### src/rtl/fdc_dor_pkg.sv
`timescale 1ns/1ps
package fdc_dor_pkg;
  typedef enum logic {
    MODE_AT  = 1'b0,
    MODE_PS2 = 1'b1
  } bus_mode_e;

  typedef struct packed {
    logic drq;
    logic drq_oe;
    logic intr;
    logic intr_oe;
    logic dack_n;
    logic tc;
  } gate_out_t;

  function automatic int unsigned sel_width(int unsigned drives);
    return (drives > 1) ? $clog2(drives) : 1;
  endfunction
endpackage

### src/rtl/fdc_dor_reg.sv
`timescale 1ns/1ps
module fdc_dor_reg #(
  parameter int unsigned W = 8
) (
  input  logic         clk_i,
  input  logic         rst_ni,
  input  logic         wr_en_i,
  input  logic [W-1:0] wdata_i,
  output logic [W-1:0] q_o
);
  // only hardware reset clears the register; soft reset has no path here
  always_ff @(posedge clk_i or negedge rst_ni) begin
    if (!rst_ni)      q_o <= '0;
    else if (wr_en_i) q_o <= wdata_i;
  end
endmodule

### src/rtl/fdc_dor_drive_out.sv
`timescale 1ns/1ps
module fdc_dor_drive_out #(
  parameter int unsigned NUM_DRIVES = 4,
  parameter int unsigned SEL_W      = 2
) (
  input  logic                  clk_i,
  input  logic                  rst_ni,
  input  logic [SEL_W-1:0]      sel_i,
  input  logic [NUM_DRIVES-1:0] motor_i,
  output logic [NUM_DRIVES-1:0] drv_sel_no,
  output logic [NUM_DRIVES-1:0] motor_no
);
  for (genvar g = 0; g < NUM_DRIVES; g++) begin : g_drv
    localparam logic SEL_RST = (g == 0) ? 1'b0 : 1'b1;

    always_ff @(posedge clk_i or negedge rst_ni) begin
      if (!rst_ni) begin
        drv_sel_no[g] <= SEL_RST;
        motor_no[g]   <= 1'b1;
      end else begin
        drv_sel_no[g] <= ~(sel_i == SEL_W'(g));
        motor_no[g]   <= ~motor_i[g];
      end
    end
  end
endmodule

### src/rtl/fdc_dor_gate.sv
`timescale 1ns/1ps
module fdc_dor_gate
  import fdc_dor_pkg::*;
(
  input  bus_mode_e mode_i,
  input  logic      dma_en_i,
  input  logic      drq_i,
  input  logic      int_i,
  input  logic      dack_ni,
  input  logic      tc_i,
  output gate_out_t gate_o
);
  logic open_w;

  assign open_w = (mode_i == MODE_PS2) | dma_en_i;

  always_comb begin
    gate_o.drq     = open_w & drq_i;
    gate_o.drq_oe  = open_w;
    gate_o.intr    = open_w & int_i;
    gate_o.intr_oe = open_w;
    gate_o.dack_n  = open_w ? dack_ni : 1'b1;
    gate_o.tc      = open_w & tc_i;
  end
endmodule

### src/rtl/fdc_drive_ctl.sv
`timescale 1ns/1ps
module fdc_drive_ctl
  import fdc_dor_pkg::*;
#(
  parameter int unsigned NUM_DRIVES = 4,
  localparam int unsigned SEL_W     = sel_width(NUM_DRIVES),
  localparam int unsigned REG_W     = SEL_W + 2 + NUM_DRIVES
) (
  input  logic                  clk_i,
  input  logic                  rst_ni,
  input  logic                  ps2_mode_i,
  input  logic                  wr_en_i,
  input  logic [REG_W-1:0]      wdata_i,
  output logic [REG_W-1:0]      rdata_o,
  output logic                  core_rst_no,
  output logic [NUM_DRIVES-1:0] drv_sel_no,
  output logic [NUM_DRIVES-1:0] motor_no,
  input  logic                  drq_i,
  output logic                  drq_o,
  output logic                  drq_oe_o,
  input  logic                  int_i,
  output logic                  int_o,
  output logic                  int_oe_o,
  input  logic                  dack_ni,
  output logic                  dack_core_no,
  input  logic                  tc_i,
  output logic                  tc_core_o
);
  localparam int unsigned RST_BIT = SEL_W;
  localparam int unsigned DMA_BIT = SEL_W + 1;
  localparam int unsigned MTR_LSB = SEL_W + 2;

  logic [REG_W-1:0] ctl_q;
  gate_out_t        gate;

  fdc_dor_reg #(.W(REG_W)) u_reg (
    .clk_i   (clk_i),
    .rst_ni  (rst_ni),
    .wr_en_i (wr_en_i),
    .wdata_i (wdata_i),
    .q_o     (ctl_q)
  );

  fdc_dor_drive_out #(.NUM_DRIVES(NUM_DRIVES), .SEL_W(SEL_W)) u_drv (
    .clk_i      (clk_i),
    .rst_ni     (rst_ni),
    .sel_i      (ctl_q[SEL_W-1:0]),
    .motor_i    (ctl_q[MTR_LSB +: NUM_DRIVES]),
    .drv_sel_no (drv_sel_no),
    .motor_no   (motor_no)
  );

  fdc_dor_gate u_gate (
    .mode_i   (bus_mode_e'(ps2_mode_i)),
    .dma_en_i (ctl_q[DMA_BIT]),
    .drq_i    (drq_i),
    .int_i    (int_i),
    .dack_ni  (dack_ni),
    .tc_i     (tc_i),
    .gate_o   (gate)
  );

  assign rdata_o      = ctl_q;
  assign core_rst_no  = ctl_q[RST_BIT];
  assign drq_o        = gate.drq;
  assign drq_oe_o     = gate.drq_oe;
  assign int_o        = gate.intr;
  assign int_oe_o     = gate.intr_oe;
  assign dack_core_no = gate.dack_n;
  assign tc_core_o    = gate.tc;
endmodule

### config.mk
export PLATFORM = sky130hd
export DESIGN_NAME = fdc_drive_ctl
export DESIGN_NICKNAME = d
export VERILOG_FILES = /design/src/rtl/fdc_dor_pkg.sv /design/src/rtl/fdc_dor_reg.sv /design/src/rtl/fdc_dor_drive_out.sv /design/src/rtl/fdc_dor_gate.sv /design/src/rtl/fdc_drive_ctl.sv
export SDC_FILE = /design/constraint.sdc
export NUM_CORES = 1
export LEC_CHECK = 0
export ABC_AREA = 1
export ABC_CLOCK_PERIOD_IN_PS = 900
export BUFFER_PORTS_ARGS = -buffer_cell sky130_fd_sc_hd__buf_4
export CORE_MARGIN = 2
export CORE_UTILIZATION = 42
export CTS_BUF_LIST = sky130_fd_sc_hd__clkbuf_8
export DETAILED_ROUTE_END_ITERATION = 6
export GPL_TIMING_DRIVEN = 0
export MAX_ROUTING_LAYER = met4
export PLACE_DENSITY = 0.82
export SLEW_MARGIN = 20
export SYNTH_ARGS = -nofsm -noshare
export SYNTH_HDL_FRONTEND = slang
export SYNTH_SLANG_ARGS = --single-unit
### constraint.sdc
create_clock -name clk_i -period 0.9 [get_ports clk_i]
set_input_delay 0.09 -clock clk_i [delete_from_list [all_inputs] [get_ports clk_i]]
set_output_delay 0.09 -clock clk_i [all_outputs]
set_load 0.05 [all_outputs]
==> impl_metrics.csv <==
group,metric,value,unit
final_layout,num-nets-final,133,
worst_setup_path,worstPathArrival,1100,ps
floorplanning,dieWidth,42.4,microns
placement,dp_slack,-91.4,ps
final_layout,final_cell_count_no_fill,131,
final_layout,antenna_cells,0,
worst_setup_path,cp_max_fo,3,
placement,post-place-cells,119,
final_layout,final_cell_mix,"nand2_1 (28), buf_4 (21), buf_6 (18), inv_1 (11), buf_8 (9)",
detailed_routing,drt-initial-drc-count,12,
sta,rsz0062_at_grt,"true",
detailed_routing,dr.pass1.iters,4,
detailed_routing,drc,0,
final_layout,final_core_util,0.902,
yosys,synth_top_area_frac,0.364,
worst_setup_path,cpMostUsedCell,"buf_6",
worst_setup_path,cp-end-kind,"output pin",
placement,gp_congestion,0.716,
yosys,ys_warn_count,0,
yosys,syn_nets,83,
global_route,grt_pass1_vias,660,
pwr,ir_drop,1.38,mV
global_route,grtUsageTotal,0.245,
clock_tree,cts.sinks,16,
placement,placed_cell_area,951,sq um
detailed_routing,wl,2180,microns
worst_setup_path,path_class,"reg2out",
detailed_routing,postRouteAntennaNets,0,
final_layout,area_growth,94.1,%
sta,skew,0.994,ps
yosys,yosys_register_bits,16,
clock_tree,cts_tree,"yes",
global_route,grt_max_degree,17,
floorplanning,fp.dieH,42.4,microns
global_route,grt-ovfl-total,0,
floorplanning,die_area,1800,sq um
worst_setup_path,cp_slowest_cell,"dfrtp_2",
pwr,powerDensity,1920,nW/um^2
global_route,grt_pass1_wl,3060,microns
sta,max_slew_margin,0.867,
pwr,p_total,2.31,mW
sta,slew_violations,0,
worst_setup_path,required,810,ps
placement,portBuffers,37,
floorplanning,initial_utilization,0.464,
placement,place.detailed.hpwl,1010,microns
yosys,synth_top_area_cell,"dfrtp_1",
detailed_routing,wl_per_cell,16.6,microns
floorplanning,core_region_area,1330,sq um
run,drv_cap,0,
sta,worstMarginPinSlew,200,ps
clock_tree,path_clk_slew,60,ps
global_route,antenna_found_initial,0,
worst_setup_path,crit_family,"flip-flops",
worst_setup_path,worst_setup_path_start_kind,"flop",
floorplanning,pin_count,39,
floorplanning,num_rows,13,
worst_setup_path,crit_chain,"inv_2 -> nand2_4 -> buf_6 -> buf_6",
yosys,synth.area.top_cells,"dfrtp_1 (36%), dfstp_2 (30%), nand2_1 (18%), inv_1 (7.3%), buf_4 (3.6%)",
sta,setup_ws,-290,ps
final_layout,final_common_cell,"nand2_1",
detailed_routing,vias,623,
run_status,violations,"negative setup slack",
worst_setup_path,critPathBufInv,3,
min_path,hp-class,"in2reg",
clock_tree,cts_buffers,3,
sta,fin_tns_setup,-2780,ps
sta,period_needed,1190,ps
sta,holdWs,43.2,ps
yosys,syn_inst,67,
detailed_routing,via_per_inst,4.76,
worst_setup_path,worst_path_largest_cell_delay,440,ps
sta,fmax,0.840,GHz
final_layout,layout-drive-gt1-share,0.595,
yosys,synth_area_per_cell,9.24,sq um
clock_tree,cts_buffer_depth,2,
pwr,leakagePower,0.651,nW
run_status,status,"finished with violations",
yosys,ys_types,8,
sta,post-route-period-util,1.32,
sta,report.final.hold_viol_count,0,
clock_tree,htreeDepth,1,
final_layout,final_area,1200,sq um
sta,setup_violations,19,
clock_tree,worstSkewPairLatency,240,ps
clock_tree,cts-root-buf,"clkbuf_8",
yosys,seq_area_frac_synth,0.661,
yosys,syn-cell-area,619,sq um
==> worst paths after layout <==
kind / start / endpoint / slack, ps / cells after the start
min in group asynchronous: rst_ni / u_reg.q_o[4] / 260 / 2
setup / recovery: u_reg.q_o[3] / int_oe_o / -290 / 4
setup reg to reg: u_reg.q_o[3] / u_reg.q_o[3] / -110 / 5
max in group asynchronous: rst_ni / u_drv.drv_sel_no[3] / 400 / 2
hold reg to reg: u_reg.q_o[6] / u_drv.motor_no[2] / 480 / 1
hold / removal: wdata_i[2] / u_reg.q_o[2] / 40 / 3
==> where the power goes <==
| part | internal [mW] | total, mW | switching (mW) |
|---|---|---|---|
| logic | 0.330 | 0.828 | 0.498 |
| clock network | 0.387 | 0.622 | 0.234 |
| registers | 0.806 | 0.862 | 0.0559 |
==> state kept, by name (all words and copies together), names as in the netlist <==
signal / cells
u_reg.q_o: 8
u_drv.drv_sel_no: 4
u_drv.motor_no: 4
==> routing by layer <==
layer,GRT usage,vias to the layer above,part of all wire
li1,-,284,-
met1,0.269,305,0.41
met2,0.431,28,0.53
met3,0.0302,6,0.030
met4,0.125,0,0.023
met5,-,-,0
==> cells by family after synthesis <==
| logic type | count (synthesis) | share of synthesized area |
|---|---|---|
| buffers and inverters | 17 | 0.133 |
| flip-flops | 16 | 0.661 |
| AND/OR/NAND/NOR | 34 | 0.206 |
==> worst reg2reg max path, cell delays in order, from the launching register on <==
cell and delay (ps):
dfrtp_2 440, buf_4 150, buf_6 110, buf_4 120, nand2_1 50, nand2_1 40
==> timing repair <==
item / CTS / global route
resized for setup: 35 / 2
cloned: 0 / 0
pin swaps: 1 / 0
hold endpoints to repair: 16 / 0
buffers inserted: 6 / 2
hold buffers: 1 / 0
setup endpoints to repair: 22 / 24
==> area by class of cell <==
cell class / count / area [sq um]
Clock buffer: 4 / 55.1
Timing Repair Buffer: 46 / 472
Buffer: 3 / 33.8
Multi-Input combinational cell: 34 / 163
Inverter: 13 / 48.8
Tap cell: 15 / 18.8
Fill cell: 55 / 131
Sequential cell: 16 / 412
==> synthesized netlist by cell type <==
cell type,number
buf_4,3
inv_2,1
dfstp_2,7
buf_6,1
nor2_1,4
dfrtp_1,9
nand2_1,30
inv_1,12
Power figures use the tool's default switching activity.
